## src/rtl/synth_enc_pkg.sv

```systemverilog
package synth_enc_pkg;
  // Field widths fixed by the synthesizer's register format.
  localparam int P1_W   = 18;
  localparam int P2_W   = 20;
  localparam int P3_W   = 20;
  localparam int RDIV_W = 3;

  typedef enum logic [1:0] {S_IDLE, S_DIV, S_SEND} enc_state_t;

  typedef struct packed {
    logic [P3_W-1:0] p3;
    logic [P2_W-1:0] p2;
    logic [P1_W-1:0] p1;
  } synth_par_t;

  // Fractional feedback stage: the quotient t and remainder come from the divider.
  function automatic synth_par_t frac_par(input logic [P1_W-1:0] m, input logic [P1_W-1:0] t,
                                          input logic [P2_W-1:0] rem, input logic [P3_W-1:0] den);
    synth_par_t r;
    r.p1 = (m << 7) + t - P1_W'(512);
    r.p2 = rem;
    r.p3 = den;
    return r;
  endfunction

  // Integer output divider.
  function automatic synth_par_t int_par(input logic [P1_W-1:0] d);
    synth_par_t r;
    r.p1 = (d << 7) - P1_W'(512);
    r.p2 = '0;
    r.p3 = P3_W'(1);
    return r;
  endfunction

  // Byte at offset idx of an eight-register burst.
  function automatic logic [7:0] reg_byte(input synth_par_t p, input logic [2:0] idx,
                                          input logic [7:0] extra2);
    logic [7:0] b;
    case (idx)
      3'd0:    b = p.p3[15:8];
      3'd1:    b = p.p3[7:0];
      3'd2:    b = {6'b0, p.p1[17:16]} | extra2;
      3'd3:    b = p.p1[15:8];
      3'd4:    b = p.p1[7:0];
      3'd5:    b = {p.p3[19:16], p.p2[19:16]};
      3'd6:    b = p.p2[15:8];
      default: b = p.p2[7:0];
    endcase
    return b;
  endfunction
endpackage

```

## src/rtl/frac_restoring_div.sv

```systemverilog
module frac_restoring_div #(
  parameter int DEND_W = 27,
  parameter int DSOR_W = 20
) (
  input  logic              clk,
  input  logic              rst_n,
  input  logic              load,
  input  logic [DEND_W-1:0] dividend,
  input  logic [DSOR_W-1:0] divisor,
  output logic              run,
  output logic              last_step,
  output logic [DEND_W-1:0] quot,
  output logic [DSOR_W-1:0] rem,
  output logic [DSOR_W-1:0] dsor
);
  localparam int CNT_W = $clog2(DEND_W + 1);

  logic [CNT_W-1:0] cnt;
  logic [DSOR_W:0]  trial;
  logic [DSOR_W:0]  diff;
  logic             fits;

  always_comb begin
    trial     = {rem, quot[DEND_W-1]};
    diff      = trial - {1'b0, dsor};
    fits      = (trial >= {1'b0, dsor});
    last_step = run && (cnt == CNT_W'(DEND_W - 1));
  end

  always_ff @(posedge clk) begin
    if (!rst_n) begin
      run  <= 1'b0;
      cnt  <= '0;
      quot <= '0;
      rem  <= '0;
      dsor <= '0;
    end else if (load) begin
      run  <= 1'b1;
      cnt  <= '0;
      quot <= dividend;
      rem  <= '0;
      dsor <= divisor;
    end else if (run) begin
      quot <= {quot[DEND_W-2:0], fits};
      rem  <= fits ? diff[DSOR_W-1:0] : trial[DSOR_W-1:0];
      cnt  <= cnt + 1'b1;
      if (last_step) run <= 1'b0;
    end
  end

  // the partial remainder stays below a non-zero divisor through every step
  a_r3_rem_below_divisor: assert property (@(posedge clk) disable iff (!rst_n)
    (run && dsor != '0) |=> (rem < dsor));
endmodule

```

## src/rtl/burst_packer.sv

```systemverilog
module burst_packer
  import synth_enc_pkg::*;
#(
  parameter int MULT_W   = 8,
  parameter int DIV_W    = 12,
  parameter int QUOT_W   = 27,
  parameter int NUM_W    = 20,
  parameter int IDX_W    = 4,
  parameter int PLL_BASE = 26,
  parameter int MS_BASE  = 42
) (
  input  logic [MULT_W-1:0] mult,
  input  logic [DIV_W-1:0]  ms_div,
  input  logic [RDIV_W-1:0] rdiv,
  input  logic [QUOT_W-1:0] quot,
  input  logic [NUM_W-1:0]  rem,
  input  logic [NUM_W-1:0]  den,
  input  logic [IDX_W-1:0]  idx,
  output logic [7:0]        addr,
  output logic [7:0]        data
);
  synth_par_t pll_p;
  synth_par_t ms_p;
  logic       sel_ms;
  logic [2:0] byte_i;
  logic [7:0] extra2;

  always_comb begin
    pll_p  = frac_par(P1_W'(mult), P1_W'(quot), P2_W'(rem), P3_W'(den));
    ms_p   = int_par(P1_W'(ms_div));
    sel_ms = idx[IDX_W-1];
    byte_i = idx[2:0];
    extra2 = sel_ms ? {1'b0, rdiv, 4'b0000} : 8'h00;
    data   = reg_byte(sel_ms ? ms_p : pll_p, byte_i, extra2);
    addr   = (sel_ms ? 8'(MS_BASE) : 8'(PLL_BASE)) + {5'b0, byte_i};
  end
endmodule

```

## src/rtl/burst_seq.sv

```systemverilog
module burst_seq
  import synth_enc_pkg::*;
#(
  parameter int BURST_LEN = 16,
  parameter int IDX_W     = $clog2(BURST_LEN)
) (
  input  logic             clk,
  input  logic             rst_n,
  input  logic             start,
  input  logic             wr_ready,
  input  logic             div_last,
  output logic             accept,
  output logic             busy,
  output logic             wr_valid,
  output logic             done,
  output logic [IDX_W-1:0] idx
);
  enc_state_t state;
  logic       last_idx;

  always_comb begin
    accept   = start && (state == S_IDLE);
    busy     = (state != S_IDLE);
    wr_valid = (state == S_SEND);
    last_idx = (idx == IDX_W'(BURST_LEN - 1));
  end

  always_ff @(posedge clk) begin
    if (!rst_n) begin
      state <= S_IDLE;
      idx   <= '0;
      done  <= 1'b0;
    end else begin
      done <= 1'b0;
      case (state)
        S_IDLE: if (accept) begin
          state <= S_DIV;
          idx   <= '0;
        end
        S_DIV: if (div_last) state <= S_SEND;
        S_SEND: if (wr_ready) begin
          if (last_idx) begin
            state <= S_IDLE;
            done  <= 1'b1;
          end else begin
            idx <= idx + 1'b1;
          end
        end
        default: state <= S_IDLE;
      endcase
    end
  end

  // done lasts one cycle and the block is idle during it
  a_r9_done_single: assert property (@(posedge clk) disable iff (!rst_n)
    done |=> !done);
  a_r9_idle_on_done: assert property (@(posedge clk) disable iff (!rst_n)
    done |-> !busy);
endmodule

```

## src/rtl/synth_param_encoder.sv

```systemverilog
module synth_param_encoder
  import synth_enc_pkg::*;
#(
  parameter int MULT_W   = 8,
  parameter int NUM_W    = 20,
  parameter int DIV_W    = 12,
  parameter int FRAC_SH  = 7,
  parameter int PLL_BASE = 26,
  parameter int MS_BASE  = 42,
  parameter int REGS     = 8
) (
  input  logic              clk,
  input  logic              rst_n,
  input  logic              start,
  input  logic [MULT_W-1:0] mult,
  input  logic [NUM_W-1:0]  num,
  input  logic [NUM_W-1:0]  denom,
  input  logic [DIV_W-1:0]  ms_div,
  input  logic [RDIV_W-1:0] rdiv,
  input  logic              wr_ready,
  output logic              busy,
  output logic              wr_valid,
  output logic [7:0]        wr_addr,
  output logic [7:0]        wr_data,
  output logic              done
);
  localparam int QUOT_W    = NUM_W + FRAC_SH;
  localparam int BURST_LEN = 2 * REGS;
  localparam int IDX_W     = $clog2(BURST_LEN);

  logic              accept;
  logic              div_run;
  logic              div_last;
  logic [QUOT_W-1:0] quot;
  logic [NUM_W-1:0]  rem;
  logic [NUM_W-1:0]  den_q;
  logic [IDX_W-1:0]  idx;
  logic [MULT_W-1:0] mult_q;
  logic [DIV_W-1:0]  div_q;
  logic [RDIV_W-1:0] rdiv_q;

  always_ff @(posedge clk) begin
    if (!rst_n) begin
      mult_q <= '0;
      div_q  <= '0;
      rdiv_q <= '0;
    end else if (accept) begin
      mult_q <= mult;
      div_q  <= ms_div;
      rdiv_q <= rdiv;
    end
  end

  frac_restoring_div #(.DEND_W(QUOT_W), .DSOR_W(NUM_W)) u_div (
    .clk(clk), .rst_n(rst_n), .load(accept),
    .dividend({num, {FRAC_SH{1'b0}}}), .divisor(denom),
    .run(div_run), .last_step(div_last), .quot(quot), .rem(rem), .dsor(den_q)
  );

  burst_seq #(.BURST_LEN(BURST_LEN), .IDX_W(IDX_W)) u_seq (
    .clk(clk), .rst_n(rst_n), .start(start), .wr_ready(wr_ready), .div_last(div_last),
    .accept(accept), .busy(busy), .wr_valid(wr_valid), .done(done), .idx(idx)
  );

  burst_packer #(.MULT_W(MULT_W), .DIV_W(DIV_W), .QUOT_W(QUOT_W), .NUM_W(NUM_W),
                 .IDX_W(IDX_W), .PLL_BASE(PLL_BASE), .MS_BASE(MS_BASE)) u_pack (
    .mult(mult_q), .ms_div(div_q), .rdiv(rdiv_q), .quot(quot), .rem(rem), .den(den_q),
    .idx(idx), .addr(wr_addr), .data(wr_data)
  );

  // a stalled request keeps its address and data
  a_r7_hold_request: assert property (@(posedge clk) disable iff (!rst_n)
    (wr_valid && !wr_ready) |=> (wr_valid && $stable(wr_addr) && $stable(wr_data)));
  // every burst opens at the feedback-stage base
  a_r6_first_addr: assert property (@(posedge clk) disable iff (!rst_n)
    $rose(wr_valid) |-> (wr_addr == 8'(PLL_BASE)));
  // no write is offered while the divider is still stepping
  a_r8_div_finished: assert property (@(posedge clk) disable iff (!rst_n)
    wr_valid |-> !div_run);
  // captured settings do not move during a burst
  a_r2_capture_stable: assert property (@(posedge clk) disable iff (!rst_n)
    busy |=> ($stable(mult_q) && $stable(div_q) && $stable(rdiv_q) && $stable(den_q)));
  // done follows the acceptance of the last divider register
  a_r9_done_after_last: assert property (@(posedge clk) disable iff (!rst_n)
    done |-> $past(wr_valid && wr_ready && wr_addr == 8'(MS_BASE + REGS - 1)));
endmodule

```

## config.mk

```make
export PLATFORM = sky130hd
export DESIGN_NAME = synth_param_encoder
export DESIGN_NICKNAME = d
export VERILOG_FILES = /design/src/rtl/synth_enc_pkg.sv /design/src/rtl/frac_restoring_div.sv /design/src/rtl/burst_packer.sv /design/src/rtl/burst_seq.sv /design/src/rtl/synth_param_encoder.sv
export SDC_FILE = /design/constraint.sdc
export NUM_CORES = 1
export LEC_CHECK = 0
export BUFFER_PORTS_ARGS = -buffer_cell sky130_fd_sc_hd__buf_2
export CORE_UTILIZATION = 61
export CTS_BUF_LIST = sky130_fd_sc_hd__clkbuf_4
export DETAILED_ROUTE_END_ITERATION = 10
export HOLD_SLACK_MARGIN = 0.02
export PLACE_DENSITY_LB_ADDON = 0.12
export REMOVE_ABC_BUFFERS = 1
export SLEW_MARGIN = 20
export SYNTH_ARGS = -nofsm -noshare
export SYNTH_HDL_FRONTEND = slang
export SYNTH_SLANG_ARGS = --single-unit
export TNS_END_PERCENT = 5
```

## constraint.sdc

```tcl
create_clock -name clk -period 2.87 [get_ports clk]
set_input_delay 0.4305 -clock clk [delete_from_list [all_inputs] [get_ports clk]]
set_output_delay 0.4305 -clock clk [all_outputs]
set_load 0.03 [all_outputs]
```

# ---- Word-level counts from Yosys, hierarchy flattened
# Cells that the tools add are included.
dict set report word_totals {
  regBits 102
}
dict set report classes {
  addsub 7
  magnitude_cmp 1
  eq_ne 15
  mux 20
  n_bitwise 2
  reduce_logical 11
}
# operator count
set op_table {}
lappend op_table {{58-bit 2-to-1 mux} 1}
lappend op_table {{8-bit case mux with 7 select lines} 1}
lappend op_table {{27-bit 2-to-1 mux} 2}
lappend op_table {{18-bit by 10-bit subtractor with 18-bit output, second input constant} 2}
lappend op_table {{21-bit by 20-bit >= comparator with 1-bit output} 1}
lappend op_table {{20-bit 2-to-1 mux} 1}
lappend op_table {{20-bit subtractor} 1}
lappend op_table {{15-bit by 18-bit adder with 18-bit output} 1}
lappend op_table {{4-bit 2-to-1 mux} 3}
lappend op_table {{3-bit == test, second input constant} 3}
lappend op_table {{8-bit by 3-bit adder with 8-bit output} 1}
lappend op_table {{2-bit 2-to-1 mux} 4}
lappend op_table {{2-bit != test, second input constant} 4}
lappend op_table {{2-bit by 8-bit bitwise OR with 8-bit output} 1}
lappend op_table {{4-bit case mux with 2 select lines} 1}
lappend op_table {{4-bit AND reduction} 2}
lappend op_table {{7-bit 2-to-1 mux} 1}
lappend op_table {{3-bit by 2-bit == test with 1-bit output, second input constant} 2}
lappend op_table {{6-bit 2-to-1 mux} 1}
lappend op_table {{2-bit case mux with 3 select lines} 1}
lappend op_table {{2-bit nonzero test} 3}
lappend op_table {{5-bit by 1-bit adder with 5-bit output, second input constant} 1}
lappend op_table {{5-bit == test, second input constant} 1}
lappend op_table {{4-bit by 1-bit adder with 4-bit output, second input constant} 1}
lappend op_table {{12 further kinds} 16}

# ---- Logic depth before layout (Yosys ltp)
# Gate-level depths: netlist of run 1.
dict set report depth {
  ltp_word 5
  depth_mapped 11
}

# ---- Modules after synthesis
# From an unflattened synthesis of run 1, not the netlist that was laid out.
dict set report unflattened {
  hier_cells 891
  area_unflattened_um2 7343.3
}
# mod n_inst cells_per_inst area_per_inst_um2 seq_area_each_um2
set by_module_without_submodules {}
lappend by_module_without_submodules {frac_restoring_div 1 551 4510.6 1461.4}
lappend by_module_without_submodules {burst_packer 1 223 1569.0 0.0}
lappend by_module_without_submodules {synth_param_encoder 1 75 897.1 460.4}
lappend by_module_without_submodules {burst_seq 1 42 366.6 140.1}

# ---- Least setup slack after synthesis of run 1
# Ideal clock, no wire load.
dict set report synth_path {
  kind {register to output}
  start {reg u_div.quot[8]}
  end {out wr_data[0]}
  t_arrival_ps 2659
  t_required_ps 2440
  path_slack_ps -219
  stages_incl_launch_ff 12
  n_path_buf 0
  cell_sequence {dfxtp_1 -> ha_1 -> ha_1 -> inv_1 -> fa_1 -> inv_1 -> a21o_1 -> a21oi_1 -> o21ai_0 -> o41ai_1 -> xor2_1 -> o21ai_0}
}
dict set report synth_between {
  elab_chain_len 5
}
# item line
set synth_lines {}
lappend synth_lines {{from (decl)} frac_restoring_div.sv:12} ;# output logic [DEND_W-1:0] quot,
lappend synth_lines {{from (signal assigned)} frac_restoring_div.sv:40} ;# quot <= dividend;
lappend synth_lines {{from (signal assigned)} frac_restoring_div.sv:44} ;# quot <= {quot[DEND_W-2:0], fits};
lappend synth_lines {{15-bit by 18-bit adder with 18-bit output *} synth_enc_pkg.sv:20} ;# r.p1 = (m << 7) + t - P1_W'(512);
lappend synth_lines {{18-bit by 10-bit subtractor with 18-bit output *} synth_enc_pkg.sv:20}
lappend synth_lines {{58-bit 2-to-1 mux *} burst_packer.sv:34} ;# data = reg_byte(sel_ms ? ms_p : pll_p, byte_i, extra2);
lappend synth_lines {{2-bit by 8-bit bitwise OR with 8-bit output} synth_enc_pkg.sv:42} ;# 3'd2: b = {6'b0, p.p1[17:16]} | extra2;
lappend synth_lines {{8-bit case mux with 7 select lines *} synth_enc_pkg.sv:39} ;# case (idx)
lappend synth_lines {{to (decl)} synth_param_encoder.sv:24} ;# output logic [7:0] wr_data,
# Mark *: on every way between the ends. The rest lies on a longest branch, timed or not.

# ---- Worst setup path after layout of run 1
dict set report layout_path {
  start {reg u_div.quot[9]}
  end {out wr_data[6]}
}
dict set report layout_between {
  elab_chain_len 4
}
# item line
set layout_lines {}
lappend layout_lines {{15-bit by 18-bit adder with 18-bit output} synth_enc_pkg.sv:20}
lappend layout_lines {{18-bit by 10-bit subtractor with 18-bit output} synth_enc_pkg.sv:20}
lappend layout_lines {{58-bit 2-to-1 mux} burst_packer.sv:34}
lappend layout_lines {{8-bit case mux with 7 select lines} synth_enc_pkg.sv:39}
# No other way between the ends.

==> flow_summary.json, run 1 <==
{
  "synthAdderAreaFrac_pct": 9.36,
  "clk_transition_reported_paths_ps": 180,
  "hold_buffers": 0,
  "clockBufferDepth": 2,
  "area_growth_syn_to_layout_pct": 13.3,
  "placed_area_mm2": 0.00725,
  "p_clk_share_pct": 19.1,
  "synth.top_cells.by_area": "dfxtp_1, ha_1, nand2_1, a21boi_0, mux2i_1",
  "track_usage_pct": 30.6,
  "final.setup.worst_slack_ps": -446,
  "combPwrFrac_pct": 39.7,
  "cts_buffers": 9,
  "fillerInstances": 841,
  "synthDistinctLibCells": 73,
  "final_area_mm2": 0.00760,
  "vias": 6207,
  "synth_edf_count": 0,
  "grt_pass1_vias": 5753,
  "syn-cell-area_mm2": 0.00671,
  "wl_um": 16900,
  "cp-start-kind": "flip-flop",
  "gp_congestion": 0.857,
  "p_switching_uw": 1480,
  "antenna_found_initial": 0,
  "drc": 0,
  "crit_path_max_incr_delay_ps": 390,
  "powerDensity_mw_per_mm2": 508,
  "die_w_um": 107,
  "synth_top_cell_by_area": "dfxtp_1",
  "fin_tns_setup_ps": -2210,
  "io_pins": 86,
  "crit_slowest_cell": "fa_2",
  "synth-seq-area-share_pct": 30.4,
  "startpoint": "u_div.quot[9]",
  "fin_crit_ps": 3320,
  "synth_flop_cell": "dfxtp_1",
  "syn_inst": 833,
  "p_total_uw": 3860,
  "htreeDepth": 3,
  "yosysWarnings": 0,
  "rsz0062_at_grt": "yes",
  "hold_path.class": "input port to flip-flop",
  "pwr-share-seq_pct": 41.2,
  "drv_cap": 0,
  "fp.dieH_um": 107,
  "synth_xor_area_share_pct": 4.44,
  "avgRoutedWirePerCell_um": 16.2,
  "port_buffers": 82,
  "grt_max_degree": 72,
  "fin_cells": 1046,
  "required_ps": 2440,
  "switching_share_pct": 38.4,
  "intPower_uw": 2380,
  "tightest_slew_ps": 720,
  "rows": 37,
  "synth_mux_area_share_pct": 4.18,
  "netlist.area_leader.share_pct": 30.4,
  "cp-end-kind": "output port",
  "avgSynthCellArea_um2": 8.05,
  "drt_iter0_drc": 456,
  "rrSetupSlack_ps": 250,
  "antenna_left": 0,
  "min-delay-start": "denom[18]",
  "grt_pass1_wl_um": 27600,
  "crit_fanout": 2,
  "tritoncts": "built",
  "status": "complete, but fails checks",
  "placedCellCount": 1025,
  "fp.coreArea_mm2": 0.0105,
  "cpMostUsedCell": "buf_4",
  "setup_viol": 8,
  "final_max_slew_viol_count": 0,
  "drive_gt1_share_pct": 20.2,
  "die-area_mm2": 0.0114,
  "fin_nets": 1021,
  "ctsRootBufferMaster": "clkbuf_4",
  "vias_per_cell": 5.93,
  "antenna_cells": 0,
  "cts.sinks": 102,
  "violations": "negative setup slack",
  "clock_latency_ps": 500,
  "fmax_ghz": 0.302,
  "max-vdd-ir-drop_v": 0.000434,
  "path_cells": "inv_2, ha_4, buf_4, fa_2, inv_2, a21o_1, a21oi_2, buf_4, o211ai_1, xor2_1, a21oi_2, a21oi_1, buf_4",
  "cp.arrival_ps": 2890,
  "clock_skew_ps": 25.8,
  "crit_type": "flip-flop to output port",
  "synth_top_family_by_area": "compound AO/OA/AOI/OAI gates",
  "dpl.hpwl_um": 12600,
  "rr_startpoint": "u_div.dsor[14]",
  "synth_compound_area_share_pct": 26.6,
  "overflow": 0,
  "ys_ff_latch": 102,
  "start_util_pct": 63.8,
  "async_reset_ff_share_pct": 0,
  "post-route-period-util_pct": 116,
  "p_leak_uw": 0.00331,
  "drtPass1Iterations": 6,
  "synth_simple_gate_area_share_pct": 17.4,
  "relSlewSlack_pct": 51.9,
  "hold_viol": 0
}
[placed cells by master (no fill, tap or decap), drive strengths merged, types with 3 or more instances in the layout]
cell type and n:
a41oi 5, clkinv 3, nand4 6, inv 72, nor4 4, clkbuf 9
o21ai 38, dfxtp 102, a21boi 46, ha 47, a21oi 49, a222oi 6
and3 4, nand2 146, o211a 21, o21bai 4, o21a 4, nor3 11
a21o 7, buf 112, and2 7, xor2 17, nor3b 4, a221oi 14
nor2b 6, nand3 15, xnor2 17, a211oi 6, nor2 38, o211ai 13
a31oi 9, mux2i 28, nand2b 4
[sequential cells by signal, summed over array words and instances (netlist names)]
register	flops
u_div.dsor	20
rdiv_q	3
u_seq.state	2
u_seq.done	1
u_div.run	1
u_div.cnt	5
u_div.rem	20
mult_q	8
u_div.quot	27
div_q	11
u_seq.idx	4
[path summary, 6_finish.rpt]
path | to | cells after the start
setup / recovery | wr_data[6] | 13
hold / removal | u_div.dsor[18] | 3
setup reg to reg | u_div.rem[12] | 10
hold reg to reg | mult_q[4] | 2
[through the flow]
| step | hold slack [ps] | worst slack [ps] | utilization (%) |
|---|---|---|---|
| 3_3_place_gp | 450 | -14.9 | 69.0 |
| 5_1_grt | 123 | -584 | 72.3 |
| 3_5_place_dp | 460 | -46.3 | 69.0 |
| 4_1_cts | 129 | -470 | 72.0 |
| 2_1_floorplan | 443 | -219 | - |
| 6_report | 153 | -446 | 72.3 |
[power groups by stage]
stage | Sequential (uW) | Clock, uW | Combinational, uW
floorplan | 1600 | 0 | 1050
global placement | 1610 | 0 | 1400
finish | 1590 | 738 | 1530
global route | 1600 | 807 | 1670
CTS | 1590 | 752 | 1500
detailed placement | 1620 | 0 | 1430
[synth_stat cells (3+ instances only)]
cell	n
a211oi_1	5
a21boi_0	46
a21o_1	6
a21oi_1	47
a221oi_1	14
a222oi_1	6
a31oi_1	9
a41oi_1	4
and2_1	6
and3_1	3
buf_4	6
buf_6	3
clkbuf_1	40
dfxtp_1	102
ha_1	47
inv_1	69
mux2i_1	28
nand2_1	146
nand2b_1	3
nand3_1	15
nand4_1	6
nor2_1	38
nor2b_1	6
nor3_1	10
nor3b_1	4
nor4_1	3
o211a_1	21
o211ai_1	13
o21a_1	4
o21ai_0	32
o21ai_1	6
o21bai_1	3
xnor2_1	17
xor2_1	17
[routing by layer]
| metal | share of wire, % | global-route usage [%] | routed length (um) |
|---|---|---|---|
| met1 | 44 | 38.3 | 7350 |
| met2 | 49 | 52.1 | 8300 |
| met3 | 4.7 | 5.53 | 800 |
| met4 | 2.7 | 11.6 | 453 |
| met5 | 0 | 0 | 0 |
[kinds of logic after synthesis]
family	count (synthesis)
flip-flops	102
buffers and inverters	121
adder cells (fa/ha/maj)	49
AO/OA/AOI/OAI	241
other	1
AND/OR/NAND/NOR	257
multiplexers	28
XOR/XNOR	34
[worst max-delay path: cells and delay by family (launching register included)]
kind,cells,cell delay [ps]
AO/OA/AOI/OAI,5,630
XOR/XNOR,1,220
adder cells (fa/ha/maj),2,590
buffers and inverters,5,590
flip-flops,1,360
[final cells by class]
class                   count  area, um2  share of cell area (%)
clock buffers               9       67.6                   0.889
clock inverters             7       66.3                   0.872
inverters                  69        259                    3.41
multi-input cells         611       4310                    56.7
flip-flops and latches    102       2060                    27.1
well taps                 136        170                    2.24
repair buffers            112        669                    8.81
[timing repair]
item | 4_1_cts | 5_1_grt
pin swaps | 19 | 8
setup endpoints to repair | 8 | 8
buffers inserted | 4 | 1
resized for setup | 41 | 8
Note: power is estimated with default switching activity, not from simulation.
==> inputs of run 2 (changes only) <==
CORE_UTILIZATION = 59   (was 61)
CTS_BUF_LIST = default   (was sky130_fd_sc_hd__clkbuf_4)
==> run 2 against run 1 <==
The flow still finishes with violations (negative setup slack); count of clock-buffer cells in the layout increased by 1; register-to-register slack worse by 90 ps; sequential power barely moved; total power up 12%; sequential share of layout area fell by 0.78 points; flip-flop and latch count unchanged; via count is 0.63% higher; largest cell class unchanged.
==> flow_summary.json, run 2 (synthesis results as in run 1) <==
{
  "dpl.hpwl_um": 12400,
  "setup_viol": 7,
  "area_growth_syn_to_layout_pct": 16.6,
  "die-area_mm2": 0.0118,
  "pre_cts_ws_ps": -80.2,
  "drive_gt1_share_pct": 20.4,
  "port_buffers": 82,
  "relSlewSlack_pct": 48.3,
  "hold_viol": 0,
  "antenna_cells": 0,
  "clock_latency_ps": 350,
  "p_leak_uw": 0.00338,
  "drc": 0,
  "crit_fanout": 2,
  "cts_buffers": 9,
  "whs_ps": 311,
  "top_register": "u_div.quot",
  "cp.arrival_ps": 2700,
  "wl_um": 17500,
  "die_w_um": 109,
  "cp-start-kind": "flip-flop",
  "violations": "negative setup slack",
  "cp-end-kind": "output port",
  "avgRoutedWirePerCell_um": 16.6,
  "tightest_slew_ps": 774,
  "hold_buffers": 0,
  "fp.coreArea_mm2": 0.0109,
  "final_common_cell": "nand2_1",
  "final_max_slew_viol_count": 0,
  "reg.largest.list": "u_div.quot: 27 flops, u_div.dsor: 20 flops, u_div.rem: 20 flops",
  "drt_iter0_drc": 522,
  "required_ps": 2440,
  "status": "complete, but fails checks",
  "track_usage_pct": 30.3,
  "crit_type": "flip-flop to output port",
  "vias": 6246,
  "vias_per_cell": 5.95,
  "cpMostUsedCell": "buf_4",
  "grt_pass1_vias": 5814,
  "final_core_util_pct": 71.5,
  "fin_crit_ps": 3130,
  "clockBufferDepth": 2,
  "fmax_ghz": 0.319,
  "start_util_pct": 61.4,
  "cp.buffers_inverters": 5,
  "rsz0062_at_grt": "yes",
  "clk_transition_reported_paths_ps": 70,
  "post-route-period-util_pct": 109,
  "ctsRootBufferMaster": "clkbuf_16",
  "crit_slowest_cell": "dfxtp_2",
  "final.setup.worst_slack_ps": -261,
  "fillerInstances": 884,
  "path_delay_family": "compound AO/OA/AOI/OAI gates",
  "fin_cells": 1050,
  "htreeDepth": 3,
  "grt_pass1_wl_um": 27900,
  "drv_cap": 0,
  "fin_nets": 1022,
  "max-vdd-ir-drop_v": 0.000403,
  "rows": 38,
  "fp.dieH_um": 109,
  "drtPass1Iterations": 5,
  "cts.sinks": 102,
  "overflow": 0,
  "layout_common_cells": "nand2_1, dfxtp_1, buf_2",
  "powerDensity_mw_per_mm2": 555,
  "io_pins": 86,
  "hold_path.class": "input port to flip-flop",
  "clock_skew_ps": 11.8,
  "path_cells": "inv_2, ha_4, buf_4, inv_2, ha_4, a21oi_4, o211ai_1, buf_4, nor2_1, xnor2_1, a221oi_2, a21oi_1, buf_4",
  "gp_congestion": 0.903,
  "grt_max_degree": 84,
  "largest_register_ffs": 27,
  "crit_path_max_incr_delay_ps": 340,
  "antenna_left": 0,
  "antenna_found_initial": 0,
  "tritoncts": "built",
  "placedCellCount": 1028
}
-- run 2: cell types whose count changed in the layout (fill, tap and decap cells not counted), moves of 2 or more --
cell,before,now
ha_1,40,38
buf_6,1,3
ha_4,7,9
buf_4,35,33
clkbuf_4,9,0
clkbuf_16,0,9
-- run 2: final timing paths --
check | startpoint | to | slack (ps) | cells after the start
min | num[6] | u_div.quot[13] | 310 | 2
max | u_div.quot[9] | wr_data[5] | -260 | 13
min reg2reg | mult_q[6] | mult_q[6] | 470 | 2
max reg2reg | u_div.dsor[14] | u_div.rem[5] | 160 | 10
-- run 2: per-stage QoR --
stage | power (uW) | TNS, ps | cell area, um2
after CTS | 4320 | -1120 | 7760
final | 4340 | -1240 | 7820
after detailed placement | 3040 | -141 | 7250
after floorplan | 2650 | -974 | 6470
after global routing | 4570 | -2260 | 7820
after global placement | 3000 | -7.96 | 7250
-- run 2: power by group --
part	internal (uW)	switching, uW	total, uW
clock network	628	586	1210
logic	678	868	1550
registers	1500	83.3	1590
-- run 2: layer usage --
metal	vias to the layer above	wire length (um)	track usage, %
met1	2965	7690	37.3
met5	-	0	0
met2	177	8610	52.7
met3	27	847	6.52
met4	0	300	9.27
li1	3077	-	-
-- run 2: cell type report --
cell class	instances	area (um2)	area share, %
timing repair buffer	113	682	8.72
inverter	69	259	3.31
multi-input combinational	611	4360	55.7
tap	140	175	2.24
clock inverter	5	52.6	0.672
clock buffer	10	239	3.06
sequential	102	2060	26.3
-- run 2: what timing repair did --
| action | CTS | global route |
|---|---|---|
| endpoints found under the hold margin | 0 | 0 |
| pin swaps | 17 | 11 |
| resized for setup | 46 | 9 |
| endpoints found under the setup margin | 8 | 8 |
| buffers inserted | 4 | 3 |
==> inputs of run 3 (changes only) <==
clock period = 2.9 ns   (was 2.87 ns; I/O delays follow)
==> run 3 against run 2 <==
The run still ends with negative setup slack left; die area unchanged; sequential share of layout area is 0.27 points higher; design area is 1.1% lower; clock skew is 4.7 ps lower; non-clock buffer count fell by 8; sequential power barely moved; final cell count decreased by 0.67%; largest power group unchanged; highest routed layer unchanged.
==> flow_summary.json, run 3 (synthesis results as in run 1) <==
{
  "cp-start-kind": "flip-flop",
  "drc": 0,
  "wl_um": 17100,
  "status": "complete, but fails checks",
  "fin_tns_setup_ps": -786,
  "fin_nets": 1014,
  "antenna_cells": 0,
  "clk_transition_reported_paths_ps": 70,
  "final_core_util_pct": 70.8,
  "gp_congestion": 0.891,
  "p_leak_uw": 0.00334,
  "final.setup.worst_slack_ps": -244,
  "cp.arrival_ps": 2710,
  "grt_pass1_vias": 6006,
  "pwr-share-seq_pct": 36.8,
  "clockBufferDepth": 2,
  "clock_latency_ps": 350,
  "antenna_found_initial": 0,
  "vias": 6191,
  "drv_cap": 0,
  "fp.coreArea_mm2": 0.0109,
  "fp.dieH_um": 109,
  "cp.buffers_inverters": 4,
  "grt_pass1_wl_um": 28100,
  "placedCellCount": 1024,
  "grt_max_degree": 84,
  "post-route-period-util_pct": 108,
  "setup_viol": 7,
  "final_max_slew_viol_count": 0,
  "crit_fanout": 2,
  "p_total_uw": 4260,
  "relSlewSlack_pct": 59.2,
  "tritoncts": "built",
  "vias_per_cell": 5.94,
  "hold_viol": 0,
  "track_usage_pct": 30.4,
  "rows": 38,
  "tightest_slew_ps": 613,
  "dpl.hpwl_um": 12500,
  "reg.largest.list": "u_div.quot: 27 flops, u_div.dsor: 20 flops, u_div.rem: 20 flops",
  "p_clk_share_pct": 27.4,
  "fin_cells": 1043,
  "fin_crit_ps": 3140,
  "crit_type": "flip-flop to output port",
  "combPwrFrac_pct": 35.8,
  "switching_share_pct": 35.5,
  "area_growth_syn_to_layout_pct": 15.3,
  "final_common_cell": "nand2_1",
  "die_w_um": 109,
  "die-area_mm2": 0.0118,
  "start_util_pct": 61.4,
  "ctsRootBufferMaster": "clkbuf_16",
  "antenna_left": 0,
  "crit_slowest_cell": "fa_2",
  "clock_skew_ps": 7.16,
  "powerDensity_mw_per_mm2": 550,
  "hold_path.class": "input port to flip-flop",
  "crit_path_max_incr_delay_ps": 350,
  "drt_iter0_drc": 572,
  "path_delay_family": "adder cells",
  "violations": "negative setup slack",
  "cts.sinks": 102,
  "intPower_uw": 2750,
  "cts_buffers": 9,
  "path_cells": "ha_4, ha_4, inv_2, fa_2, inv_2, a21o_1, a21oi_2, buf_4, o211ai_1, xor2_1, a21oi_1, a21oi_1, buf_4",
  "layout_common_cells": "nand2_1, dfxtp_1, buf_2",
  "required_ps": 2470,
  "avgRoutedWirePerCell_um": 16.4,
  "max-vdd-ir-drop_v": 0.000445,
  "cp-end-kind": "output port",
  "drive_gt1_share_pct": 19.4,
  "pre_cts_ws_ps": -36.7,
  "overflow": 0,
  "port_buffers": 82,
  "fmax_ghz": 0.318,
  "top_register": "u_div.quot",
  "drtPass1Iterations": 5,
  "p_switching_uw": 1510,
  "rsz0062_at_grt": "yes",
  "hold_buffers": 0,
  "htreeDepth": 3,
  "io_pins": 86,
  "largest_register_ffs": 27
}
-- run 3: metal layers --
metal	GRT usage, %	vias to the layer above	part of all wire [%]
met5	0	-	0
met4	10.4	0	2.1
met3	5.50	27	4.9
met2	53.0	187	50
met1	37.7	2912	43
li1	-	3065	-
-- run 3: worst paths after layout --
check            startpoint             end  slack [ps]  cells past startpoint
max reg2reg  u_div.dsor[15]   u_div.rem[19]         250                      9
min                  num[9]  u_div.quot[16]         320                      2
min reg2reg       mult_q[5]       mult_q[5]         470                      2
max               mult_q[1]      wr_data[6]        -240                     13
-- run 3: what timing repair did --
action	in CTS	in global routing
setup buffers	3	0
pin swaps	14	2
setup endpoints to repair	8	15
resized for setup	46	3
-- run 3: per-stage QoR --
stage               hold slack [ps]  area [um2]
global route                    314        7740
finish                          317        7740
detailed placement              461        7220
floorplan                       443        6470
CTS                             308        7720
global placement                455        7220
-- run 3: area by class of cell --
type                            instances  area, um2
Clock inverter                          6       55.1
Clock buffer                           10        229
Sequential cell                       102       2050
Multi-Input combinational cell        611       4350
Timing Repair Buffer                  105        614
Fill cell                             869       3200
Tap cell                              140        175
Inverter                               69        259
-- run 3: power by group through the flow --
stage | clock [uW] | sequential, uW | combinational, uW
finish | 1170 | 1570 | 1530
global route | 1250 | 1580 | 1670
CTS | 1180 | 1560 | 1490
detailed placement | 0 | 1590 | 1410
global placement | 0 | 1590 | 1380
floorplan | 0 | 1580 | 1040
